[config.mk]
export PLATFORM = sky130hd
export DESIGN_NAME = ifetch_xlate
export DESIGN_NICKNAME = d
export VERILOG_FILES = /design/src/rtl/ifx_pkg.sv /design/src/rtl/ixl_route.sv /design/src/rtl/ixl_walk.sv /design/src/rtl/ixl_form.sv /design/src/rtl/ifetch_xlate.sv
export SDC_FILE = /design/constraint.sdc
export NUM_CORES = 1
export LEC_CHECK = 0
export BUFFER_PORTS_ARGS = -buffer_cell sky130_fd_sc_hd__clkbuf_2
export CAP_MARGIN = 20
export CORE_AREA = 2 2 152 154
export DETAILED_ROUTE_END_ITERATION = 8
export DIE_AREA = 0 0 154 156
export PLACE_DENSITY = 0.66
export SYNTH_ARGS = -nofsm -noshare
export SYNTH_HDL_FRONTEND = slang
export SYNTH_SLANG_ARGS = --single-unit
[constraint.sdc]
create_clock -name clk -period 1.7 [get_ports clk]
set_input_delay 0.085 -clock clk [delete_from_list [all_inputs] [get_ports clk]]
set_output_delay 0.085 -clock clk [all_outputs]
set_load 0.05 [all_outputs]
[src/rtl/ifx_pkg.sv]
`timescale 1ns/1ps
package ifx_pkg;

    // response result codes, fixed encoding seen at the port
    typedef enum logic [1:0] {
        RES_OK   = 2'd0,
        RES_ACV  = 2'd1,
        RES_MISS = 2'd2
    } res_e;

    // kernel is the only mode allowed into the superpage window
    localparam int KERNEL_MODE = 0;

    // page pointer entries are eight bytes wide
    localparam int FORM_SHIFT = 3;

endpackage

[src/rtl/ixl_route.sv]
`timescale 1ns/1ps
// Decodes the address-space class of a non-bypass fetch address.
module ixl_route #(
    parameter int HI_W = 22
) (
    input  logic [HI_W-1:0] va_hi,
    input  logic [1:0]      va_space,
    input  logic            sp_open,
    output logic            va_ok,
    output logic            in_window
);

    // sign-extension check: every bit from the top of the
    // implemented range upward must agree
    always_comb begin
        va_ok     = (&va_hi) | (~|va_hi);
        in_window = sp_open && (va_space == 2'b10);
    end

endmodule

[src/rtl/ixl_walk.sv]
`timescale 1ns/1ps
// Evaluates the attached buffer's answer: miss, execute permission, address.
module ixl_walk #(
    parameter int PA_W   = 40,
    parameter int PG_W   = 13,
    parameter int MODE_W = 2
) (
    input  logic                   hit,
    input  logic [PA_W-PG_W-1:0]   pfn,
    input  logic [(1<<MODE_W)-1:0] xmask,
    input  logic [MODE_W-1:0]      mode,
    input  logic [PG_W-3:0]        ofs_word,
    output logic                   miss,
    output logic                   perm_ok,
    output logic [PA_W-1:0]        pa
);

    localparam int NMODE = 1 << MODE_W;

    logic [NMODE-1:0] mode_sel;

    // one-hot decode of the mode, one select line per mode
    for (genvar m = 0; m < NMODE; m++) begin : g_mode
        assign mode_sel[m] = (mode == MODE_W'(m));
    end

    always_comb begin
        miss    = !hit;
        perm_ok = |(mode_sel & xmask);
        pa      = {pfn, ofs_word, 2'b00};
    end

endmodule

[src/rtl/ixl_form.sv]
`timescale 1ns/1ps
// Builds the formatted page-table pointer for the fault handler.
module ixl_form #(
    parameter int FA_W  = 64,
    parameter int VPN_W = 30,
    parameter int SH    = 3
) (
    input  logic [FA_W-1:0]  base,
    input  logic [VPN_W-1:0] vpn,
    output logic [FA_W-1:0]  form
);

    localparam int PAD_W = FA_W - VPN_W;

    always_comb begin
        form = base | ({{PAD_W{1'b0}}, vpn} << SH);
    end

endmodule

[src/rtl/ifetch_xlate.sv]
`timescale 1ns/1ps
module ifetch_xlate #(
    parameter int FA_W   = 64,
    parameter int VA_W   = 43,
    parameter int PA_W   = 40,
    parameter int PG_W   = 13,
    parameter int MODE_W = 2,
    parameter int ASN_W  = 8
) (
    input  logic                    clk,
    input  logic                    rst_n,
    input  logic                    req_valid,
    input  logic [FA_W-1:0]         fetch_va,
    input  logic [MODE_W-1:0]       cur_mode,
    input  logic [1:0]              sp_ctl,
    input  logic [ASN_W-1:0]        cur_asn,
    input  logic [FA_W-1:0]         pt_base,
    input  logic                    misspec,
    output logic [VA_W-PG_W-1:0]    lk_vpn,
    output logic [ASN_W-1:0]        lk_asn,
    input  logic                    lk_hit,
    input  logic [PA_W-PG_W-1:0]    lk_pfn,
    input  logic [(1<<MODE_W)-1:0]  lk_xmask,
    output logic                    rsp_valid,
    output logic [1:0]              rsp_code,
    output logic [PA_W-1:0]         rsp_pa,
    output logic                    rsp_uncached,
    output logic [FA_W-1:0]         flt_tag,
    output logic [FA_W-1:0]         flt_form
);

    import ifx_pkg::*;

    localparam int VPN_W = VA_W - PG_W;
    localparam int HI_W  = FA_W - VA_W + 1;

    typedef struct packed {
        logic            vld;
        res_e            code;
        logic [PA_W-1:0] pa;
        logic            unc;
        logic [FA_W-1:0] tag;
        logic [FA_W-1:0] form;
    } st_t;

    st_t st_d, st_q;

    logic            va_ok, in_window;
    logic            walk_miss, walk_perm;
    logic [PA_W-1:0] walk_pa;
    logic [FA_W-1:0] form_val;
    logic [PA_W-1:0] direct_pa;

    ixl_route #(.HI_W(HI_W)) u_route (
        .va_hi     (fetch_va[FA_W-1:VA_W-1]),
        .va_space  (fetch_va[VA_W-1:VA_W-2]),
        .sp_open   (sp_ctl[1]),
        .va_ok     (va_ok),
        .in_window (in_window)
    );

    ixl_walk #(.PA_W(PA_W), .PG_W(PG_W), .MODE_W(MODE_W)) u_walk (
        .hit      (lk_hit),
        .pfn      (lk_pfn),
        .xmask    (lk_xmask),
        .mode     (cur_mode),
        .ofs_word (fetch_va[PG_W-1:2]),
        .miss     (walk_miss),
        .perm_ok  (walk_perm),
        .pa       (walk_pa)
    );

    ixl_form #(.FA_W(FA_W), .VPN_W(VPN_W), .SH(FORM_SHIFT)) u_form (
        .base (pt_base),
        .vpn  (fetch_va[VA_W-1:PG_W]),
        .form (form_val)
    );

    assign direct_pa = fetch_va[PA_W-1:0];
    assign lk_vpn    = fetch_va[VA_W-1:PG_W];
    assign lk_asn    = cur_asn;

    // next-state computation: route priority is bypass, validity,
    // superpage window, then buffer lookup
    always_comb begin
        st_d      = st_q;
        st_d.vld  = req_valid;
        st_d.code = RES_OK;
        st_d.pa   = '0;
        st_d.unc  = 1'b0;
        if (req_valid) begin
            if (fetch_va[0]) begin
                st_d.pa = {direct_pa[PA_W-1:2], 2'b00};
            end else if (!va_ok) begin
                st_d.code = RES_ACV;
            end else if (in_window) begin
                if (cur_mode != MODE_W'(KERNEL_MODE)) begin
                    st_d.code = RES_ACV;
                end else begin
                    st_d.pa  = direct_pa;
                    st_d.unc = direct_pa[PA_W-1];
                end
            end else if (walk_miss) begin
                st_d.code = RES_MISS;
            end else if (!walk_perm) begin
                st_d.code = RES_ACV;
            end else begin
                st_d.pa  = walk_pa;
                st_d.unc = walk_pa[PA_W-1];
            end
            if ((st_d.code != RES_OK) && !misspec) begin
                st_d.tag  = fetch_va;
                st_d.form = form_val;
            end
        end
    end

    always_ff @(posedge clk) begin
        if (!rst_n) begin
            st_q <= '0;
        end else begin
            st_q <= st_d;
        end
    end

    assign rsp_valid    = st_q.vld;
    assign rsp_code     = st_q.code;
    assign rsp_pa       = st_q.pa;
    assign rsp_uncached = st_q.unc;
    assign flt_tag      = st_q.tag;
    assign flt_form     = st_q.form;

endmodule

==> run metrics, run 1 <==
largest cells by area after synthesis=dfxtp_1 49%, mux2i_1 18%, nand2_1 12%, buf_4 4.2%, a22o_1 2.5%; DP Area=between 8000 and 9000 µm²; Hold Path Depth=3; crit share post-route=a little over nine tenths; Max Slew Vio Count=0; Final nets=1385; Worst-Skew Late Latency=around 0.42 ns; syn_area_per_cell=roughly 9.6 µm²; r2r worst-path depth=2; DRT Pass-1 Iters=7; P&R area growth vs syn=58.8%; crit end category=flip-flop; die area=around 24000 µm²; number of flops mapped to enable cells by yosys=0; Hold Crit Start=pt_base[15]; Distinct cells, synth=32; grt ovf=0; GP Congestion=between 0.8 and 0.9; vias=around 6.9k; initial antenna violation count=0; Startpoint Class=input pin; type of the most critical hold path=input pin to flip-flop; setup repair after global routing missed its margin=yes; DRT antenna net count=0; Synth top area share=around half; CTS HTree Levels=4; kind of critical path=input pin to flip-flop; Detailed Route WL=around 23000 µm; Root Buffer=clkbuf_16; Core Area=about 22000 µm²; Pwr Total=about 0.01 W; ys flop type=dfxtp_1; Clock Pin Slew Worst Setup and Hold Paths=0.06 ns; worst rel slew slack=between 60% and 70%; n_diodes=0; Port Buffers=around 370; max_cap viols=0; DR WL/cell=15.5 µm; WHS=~0.011 ns; highest clock rate=605 MHz; fraction of the yosys area taken by sequential cells=roughly half; post-synth top area cell=dfxtp_1; Syn Nets=899; Starting Density=a little over 30%; FP Rows=55; Synth async-reset ratio=0%; capturing point of the worst reg2reg path=flt_tag[61]; Num CTS Buffers=17; die height=roughly 160 µm; slew of the pin with the lowest slew margin=0.505 ns; r2r setup slk=just over 1 ns; Setup TNS=0 ns; WP data arrival=about 2.0 ns; layout cells sized above 1=a little under two fifths; vias in the first global route=roughly 6.8k; hpwl dp=15200 µm; Syn. warnings=0; CP required=2.05 ns; Post-Synthesis Cell Area=~7000 µm²; 1st-iter DRT viols=350; Hold Vio Cnt, Final=0; clock period minus worst slack=~1.7 ns; Vias/cell=4.61; clock sink total=between 150 and 200; io pins=386; first-pass GRT wire length=between 30000 and 40000 µm; RR Startpoint=flt_tag[61]; CTS Buffer Depth=2; Remaining DRCs=0; Power Density=~900 nW/µm²; gr usage total=a little under a fifth; maximum vdd drop=518 µV; Synth Instances=723; Worst Hold Path EP=flt_form[15]; status=complete, no violations; Final Cell Area=between 10000 and 15000 µm²; largest net degree at the start of global routing=approximately 120; # setup viols final=0; CP max FO=28; CTS tree=yes; clk_skew=0 ns; Static Leak=approximately 5.1 nW; filler instances=just under 2k; FF+latch count, synth=around 170; Die X-Extent=between 150 and 200 µm
==> flip-flops by register name, summed over array words and instances, names as in the netlist <==
name,count
flt_form,64
flt_tag,64
rsp_pa,39
rsp_code,2
rsp_uncached,1
rsp_valid,1
==> stage by stage <==
stage	worst slack [ns]	std cells	util, %
final	0.0482	1507	49.5
after global routing	-0.0247	1507	49.5
after CTS	0.0122	1505	49.1
after detailed placement	-0.436	1325	39.9
after global placement	-0.372	1325	39.9
after floorplan	-0.118	723	-
==> layer usage <==
| layer | up-vias | track usage [%] | part of all wire [%] |
|---|---|---|---|
| met5 | - | 0 | 0 |
| met4 | 0 | 7.30 | 2.6 |
| met3 | 52 | 5.56 | 7.1 |
| met2 | 313 | 33.8 | 51 |
| met1 | 3213 | 19.9 | 39 |
| li1 | 3364 | - | - |
==> worst max-delay path, stage by stage <==
cell and delay (ns):
dlygate4sd3_1 0.55, clkbuf_2 0.15, nor4_4 0.36, nor2_2 0.10
nor4_4 0.32, buf_12 0.24, a22o_1 0.18
==> cell type report <==
type / instances / area, µm² / share of cell area (%)
repair buffers: 555 / 3780 / 34.2
flip-flops and latches: 171 / 3420 / 30.9
multi-input cells: 462 / 2930 / 26.4
clock buffers: 18 / 439 / 3.97
well taps: 285 / 357 / 3.22
clock inverters: 14 / 136 / 1.23
inverters: 2 / 7.51 / 0.0678
==> cells by family after synthesis <==
group / after synthesis / share of synthesized area [%]
simple gates: 272 / 16.9
other cells: 1 / 0.0538
compound gates: 61 / 6.08
mux: 128 / 18.6
flops: 171 / 49.1
buf+inv: 90 / 9.26
==> how the worst max path moves through the flow <==
stage / slack, ns / start / cells after the start / endpoint
final: 0.05 / fetch_va[51] / 7 / rsp_pa[23]
after detailed placement: -0.44 / cur_mode[0] / 8 / flt_form[38]
after global routing: -0.02 / cur_mode[0] / 8 / flt_tag[28]
after global placement: -0.37 / cur_mode[0] / 8 / flt_tag[13]
after CTS: 0.01 / fetch_va[51] / 8 / flt_tag[12]
after floorplan: -0.12 / fetch_va[48] / 6 / rsp_pa[18]
==> synthesized netlist by cell type, types with 6 or more instances <==
cell / instances
a22o_2: 7
buf_4: 39
buf_8: 10
buf_6: 6
mux2i_1: 127
nand2_1: 228
a22o_1: 20
o21ai_0: 30
dfxtp_1: 171
and3_1: 13
clkbuf_1: 30
==> power breakdown <==
part | leakage [nW] | internal, W | switching, W
registers | 1.39 | 0.00415 | 0.0000683
logic | 3.46 | 0.000704 | 0.00119
clock network | 0.278 | 0.00209 | 0.00176
==> repair_timing <==
item,CTS,global route
resized for setup,0,8
endpoints found under the setup margin,0,95
hold endpoints to repair,157,0
hold buffers,148,0
setup buffers,0,1
==> cell usage in the layout (no fill, tap or decap), types with 5 or more instances in the layout <==
master	count
clkbuf_2	366
nand2_1	228
dfxtp_1	171
dlygate4sd3_1	148
mux2i_1	126
o21ai_0	30
buf_4	28
a22o_1	20
clkbuf_16	18
and3_1	12
a22o_2	7
buf_12	7
nand4_1	5
nor2_1	5
nor3_1	5
Power figures use the tool's default switching activity.
==> inputs of run 2 (changes only) <==
--- a/config.mk
+++ b/config.mk
@@ -10,7 +10,6 @@
 export CORE_AREA = 2 2 152 154
 export DETAILED_ROUTE_END_ITERATION = 8
 export DIE_AREA = 0 0 154 156
-export PLACE_DENSITY = 0.66
 export SYNTH_ARGS = -nofsm -noshare
 export SYNTH_HDL_FRONTEND = slang
 export SYNTH_SLANG_ARGS = --single-unit
==> run 2 against run 1 <==
Against the previous run: non-clock buffer count grew 4; critical endpoint is now flt_tag[10]; global-route usage decreased by 0.64 points; largest power group unchanged; cell count is 0.27% higher; worst hold slack improved by 0.0085 ns; critical path type unchanged; critical path depth grew 3; die area stayed put.
==> run metrics, run 2 (synthesis results as in run 1) <==
Static Leak=between 5 and 6 nW; CP max FO=18; die area=between 20000 and 25000 µm²; setup slack after layout=approximately 0.055 ns; Clock Pin Slew Worst Setup and Hold Paths=0.07 ns; first-pass GRT wire length=between 30000 and 40000 µm; Port Buffers=approximately 370; Core Area=22400 µm²; DR WL/cell=14.9 µm; Remaining DRCs=0; maximum vdd drop=roughly 550 µV; internal power=between 0.006 and 0.007 W; n_diodes=0; max_cap viols=0; io pins=between 300 and 400; Final Cell Area=around 11000 µm²; Final nets=approximately 1.4k; clk_skew=0 ns; WP data arrival=roughly 2.0 ns; DRT antenna net count=0; CTS HTree Levels=4; DP Area=~9100 µm²; Die X-Extent=approximately 150 µm; layout cells sized above 1=around 39%; Root Buffer=clkbuf_16; CP required=roughly 2 ns; largest net degree at the start of global routing=roughly 110; Sw Pwr=a little over 0.003 W; # setup viols final=0; Hold Vio Cnt, Final=0; sequential power share=between 40% and 50%; Startpoint Class=input pin; Num CTS Buffers=17; crit share post-route=96.7%; gr usage total=between 10% and 20%; Detailed Route WL=22500 µm; die height=~160 µm; vias=6802; WHS=approximately 0.020 ns; vias in the first global route=6725; Clk pwr share=a little under two fifths; Post-Place Cells=roughly 1.3k; 1st-iter DRT viols=approximately 350; FP Rows=between 50 and 60; hpwl dp=between 15000 and 20000 µm; setup repair after global routing missed its margin=yes; type of the most critical hold path=input pin to flip-flop; clock period minus worst slack=between 1.5 and 2 ns; Power Density=just under 900 nW/µm²; P&R area growth vs syn=59.8%; Final Util=roughly half; grt ovf=0; Comb pwr share=19.1%; clock sink total=around 170; switching share of power=31.1%; Worst-Skew Late Latency=between 0.4 and 0.5 ns; dpl ws=-0.336 ns; initial antenna violation count=0; kind of critical path=input pin to flip-flop; commonest cells after routing, fill and taps aside=366 x clkbuf_2, 228 x nand2_1, 171 x dfxtp_1; Starting Density=a little under a third; Max Slew Vio Count=0; GP Congestion=0.785; crit end category=flip-flop; CTS Buffer Depth=2; DRT Pass-1 Iters=4; Vias/cell=about 4.5; CTS tree=yes; highest clock rate=608 MHz; Final Non-Filler Cells=approximately 1.5k; status=complete, no violations; most common cell after layout, fill and taps aside=clkbuf_2
-- run 2: changes by cell type in the layout (fill, tap and decap cells not counted), sizes merged --
cell,before,now
dlygate4sd3,148,139
buf,40,53
clkinv,5,8
bufinv,1,0
inv,7,8
clkinvlp,3,1
clkbuf,385,384
-- run 2: power groups by stage --
stage | registers, W | logic, W | clock network (W)
6_report | 0.00421 | 0.00189 | 0.00378
5_1_grt | 0.00423 | 0.00200 | 0.00407
2_1_floorplan | 0.00479 | 0.000656 | 0
3_3_place_gp | 0.00430 | 0.00161 | 0
3_5_place_dp | 0.00430 | 0.00162 | 0
4_1_cts | 0.00421 | 0.00188 | 0.00391
-- run 2: layout make-up --
class	instances	area, µm²
Fill cell	2071	11200
Clock buffer	17	425
Tap cell	285	357
Sequential cell	171	3420
Multi-Input combinational cell	462	2940
Timing Repair Buffer	559	3830
Inverter	2	7.51
Clock inverter	15	155
-- run 2: path summary, 6_finish.rpt --
| kind | from | end | slack, ns | depth (start not counted) |
|---|---|---|---|---|
| worst min register to register | flt_tag[0] | flt_tag[0] | 0.43 | 2 |
| worst min-delay path | fetch_va[58] | flt_tag[58] | 0.02 | 4 |
| worst max-delay path | fetch_va[43] | flt_tag[10] | 0.06 | 10 |
| worst max register to register | flt_tag[10] | flt_tag[10] | 1.06 | 2 |
-- run 2: timing repair --
action / in CTS / in global routing
setup endpoints to repair: 0 / 5
buffers inserted: 0 / 1
hold buffers: 139 / 0
endpoints found under the hold margin: 152 / 0
resized for setup: 0 / 6
-- run 2: metal layers --
metal  vias up  share of wire, %  track usage, %  wire length, µm
met2       274                50            31.9            11300
met1      3120                39            19.2             8820
met3        38               8.0            6.08             1800
li1       3370                 -               -                -
met4         0               2.4            7.39              546
met5         -                 0               0                0
-- run 2: through the flow --
stage / setup TNS [ns] / total power (W)
after CTS: 0 / 0.0100
after floorplan: -14.22 / 0.00545
final: 0 / 0.00988
after global routing: -0.636 / 0.0103
after detailed placement: -45.76 / 0.00592
after global placement: -62.49 / 0.00591
-- run 2: worst max-delay path: stages --
cell,delay (ns)
clkbuf_2,0.12
nor4_2,0.30
buf_4,0.16
nand4_1,0.16
nor4_4,0.35
o21ai_2,0.09
and3_4,0.20
buf_12,0.15
buf_12,0.16
mux2i_2,0.16
==> inputs of run 3 (changes only) <==
--- a/config.mk
+++ b/config.mk
@@ -5,11 +5,14 @@
 export SDC_FILE = /design/constraint.sdc
 export NUM_CORES = 1
 export LEC_CHECK = 0
+export ABC_AREA = 1
 export BUFFER_PORTS_ARGS = -buffer_cell sky130_fd_sc_hd__clkbuf_2
 export CAP_MARGIN = 20
-export CORE_AREA = 2 2 152 154
+export CORE_ASPECT_RATIO = 0.6
+export CORE_MARGIN = 2
+export CORE_UTILIZATION = 42
 export DETAILED_ROUTE_END_ITERATION = 8
-export DIE_AREA = 0 0 154 156
+export PLACE_DENSITY = 0.77
 export SYNTH_ARGS = -nofsm -noshare
 export SYNTH_HDL_FRONTEND = slang
 export SYNTH_SLANG_ARGS = --single-unit
==> run 3 against run 2 <==
Against the previous run: the flow now finishes with violations (negative hold slack); global-route usage rose by 11 points; highest routed layer is now met5; area after synthesis rose by 11%; sequential cell count did not move; register-to-register slack got worse by 0.06 ns; worst hold slack got worse by 0.020 ns; largest power group unchanged; via count rose by 29%; largest cell class is now multi-input gates; worst setup slack got worse by 0.0058 ns; count of clock-buffer cells in the layout rose by 4; combinational power rose by 19%; fmax fell by 0.35%; synthesized cell count rose by 51%.
==> run metrics, run 3 <==
r2r worst-path depth=2; vias=~9k; register area=approximately 3400 µm²; worst rel slew slack=~61%; Critical-path top delay cell=dlygate4sd3_1; hpwl dp=19900 µm; 1st-iter DRT viols=between 800 and 900; grt ovf=0; Commonest cells post-synth=238 x nand2_1, 178 x nor2_1, 171 x dfxtp_1; Root Buffer=clkbuf_16; Final nets=roughly 1.7k; die area=roughly 20000 µm²; Top Family by Delay on Critical Path=buffers and inverters; setup repair after global routing missed its margin=no; GP Congestion=slightly below 0.9; Num CTS Buffers=17; Synth Instances=between 1k and 1.5k; Hold Vio Cnt, Final=1; WP depth=8; slew of the pin with the lowest slew margin=between 0.5 and 0.6 ns; commonest cells after routing, fill and taps aside=366 x clkbuf_2, 234 x nand2_1, 176 x nor2_1; vias in the first global route=8036; layout cells sized above 1=between 30% and 40%; DRT Pass-1 Iters=5; Post-Synthesis Cell Area=between 7000 and 8000 µm²; crit end category=flip-flop; Max Slew Vio Count=0; Vias/cell=slightly below 5; Worst-Skew Late Latency=approximately 0.42 ns; Post-Place Cells=1611; CTS tree=yes; dpl ws=slightly above 0.008 ns; CTS HTree Levels=4; largest net degree at the start of global routing=about 130; max_cap viols=0; clock sink total=171; io pins=386; fraction of the yosys area taken by sequential cells=between 40 and 50%; largest cells by area after synthesis=dfxtp_1 44%, nand2_1 12%, nor2_1 8.6%, a21oi_1 6.3%, nand3b_1 6.2%; type of the most critical hold path=input pin to flip-flop; Synth async-reset ratio=0%; crit path cell chain=dlygate4sd3_1 -> clkbuf_2 -> inv_1 -> o21ai_2 -> buf_8 -> nand3_1 -> nand2_1 -> dlygate4sd3_1; r2r setup slk=1.00 ns; CP startpoint=lk_hit; first-pass GRT wire length=between 40000 and 50000 µm; number of flops mapped to enable cells by yosys=0; DRT antenna net count=0; Remaining DRCs=0; status=finished, violations left; Final Util=about 63%; Worst Path Buf+Inv=5; clock period minus worst slack=between 1.5 and 2 ns; P&R area growth vs syn=46.7%; Clock Pin Slew Worst Setup and Hold Paths=~0.07 ns; Critical Path Sink=rsp_pa[27]; CTS Buffer Depth=2; DP Area=between 9000 and 10000 µm²; RR Startpoint=flt_form[49]; kind of critical path=input pin to flip-flop; Starting Density=about 43%; # setup viols final=0; Startpoint Class=input pin; die height=about 110 µm; clk_skew=0 ns; Syn. warnings=0; Syn Nets=around 1.3k; DR WL/cell=16.7 µm; most common cell in the netlist=nand2_1; Final Cell Area=~11000 µm²; ys flop type=dfxtp_1; Detailed Route WL=29400 µm; setup slack after layout=approximately 0.05 ns; Port Buffers=367; maximum vdd drop=586 µV; syn_area_per_cell=roughly 7.1 µm²; FF+latch count, synth=171; Crit path largest cell delay=0.57 ns; WP data arrival=2.01 ns; multi-input logic area=approximately 3400 µm²; filler instances=between 1.5k and 2k; CP required=2.06 ns; Core Area=roughly 18000 µm²; highest clock rate=a little over 600 MHz; Synth top area share=between 40% and 50%; Distinct cells, synth=24; CP max FO=19; FP Rows=38; Power Density=a little over 900 nW/µm²; initial antenna violation count=1; Die X-Extent=179 µm; post-synth top area cell=dfxtp_1; Final Non-Filler Cells=between 1.5k and 2k; CP most frequent cell=dlygate4sd3_1; crit share post-route=between 90% and 100%; capturing point of the worst reg2reg path=flt_form[49]; WHS=-0.000806 ns; Static Leak=approximately 5.7 nW; gr usage total=28.8%; failing checks=negative hold slack; Setup TNS=0 ns; most common cell after layout, fill and taps aside=clkbuf_2
[run 3: cell count changes after synthesis, moves of 12 or more]
cell / before / now
a21oi_1: 0 / 98
a22o_1: 20 / 0
and3_1: 13 / 1
buf_2: 3 / 42
inv_1: 2 / 72
mux2i_1: 127 / 0
nand3_1: 1 / 61
nand3b_1: 1 / 64
nor2_1: 5 / 178
or2_2: 0 / 30
[run 3: worst min path at each step]
| stage | slack [ns] | depth (start not counted) | to | startpoint |
|---|---|---|---|---|
| floorplan | 0.16 | 1 | rsp_code[1] | lk_hit |
| global placement | 0.17 | 0 | lk_asn[5] | cur_asn[5] |
| detailed placement | 0.17 | 0 | lk_asn[5] | cur_asn[5] |
| CTS | 0.001 | 4 | flt_form[50] | pt_base[50] |
| global route | 0.009 | 4 | flt_form[32] | pt_base[32] |
| finish | -0.0008 | 3 | rsp_pa[39] | fetch_va[39] |
[run 3: logic make-up after synthesis]
| kind of cell | after synthesis | share of synthesized area (%) |
|---|---|---|
| compound gates | 142 | 9.50 |
| buf+inv | 187 | 11.7 |
| flops | 171 | 44.3 |
| other cells | 1 | 0.0485 |
| simple gates | 593 | 34.5 |
[run 3: what timing repair did]
item / CTS / global route
hold buffers: 117 / 0
buffers inserted: 0 / 1
hold endpoints to repair: 113 / 0
resized for setup: 0 / 9
endpoints found under the setup margin: 0 / 10
[run 3: metal layers]
| layer | up-vias | share of wire (%) | track usage [%] |
|---|---|---|---|
| li1 | 4259 | - | - |
| met1 | 3982 | 43 | 36.7 |
| met2 | 436 | 44 | 44.5 |
| met3 | 62 | 11 | 11.1 |
| met4 | 2 | 2.6 | 10.4 |
| met5 | - | 0.041 | 0 |
[run 3: power by group]
part | switching [W] | leakage, nW | internal, W | total [W]
sequential | 0.0000953 | 1.40 | 0.00419 | 0.00428
clock | 0.00165 | 0.265 | 0.00220 | 0.00385
combinational | 0.00150 | 4.08 | 0.000738 | 0.00224
total | 0.00325 | 5.74 | 0.00713 | 0.0104
[run 3: layout make-up]
| class | instances | area share (%) |
|---|---|---|
| Antenna cell | 2 | 0.0441 |
| Timing Repair Buffer | 510 | 29.3 |
| Tap cell | 240 | 2.65 |
| Clock buffer | 21 | 3.97 |
| Sequential cell | 171 | 30.2 |
| Multi-Input combinational cell | 736 | 30.3 |
| Inverter | 73 | 2.42 |
| Clock inverter | 11 | 1.07 |
[run 3: stage by stage]
stage | total power, W | hold WS [ns]
2_1_floorplan | 0.00581 | 0.164
3_3_place_gp | 0.00634 | 0.170
3_5_place_dp | 0.00636 | 0.170
4_1_cts | 0.0104 | 0.00131
5_1_grt | 0.0108 | 0.00885
6_report | 0.0104 | -0.000806
[run 3: worst reg2reg max path, stage by stage (launching register included)]
cell and delay (ns):
dfxtp_1 0.32, a21oi_1 0.18, nor2_1 0.09
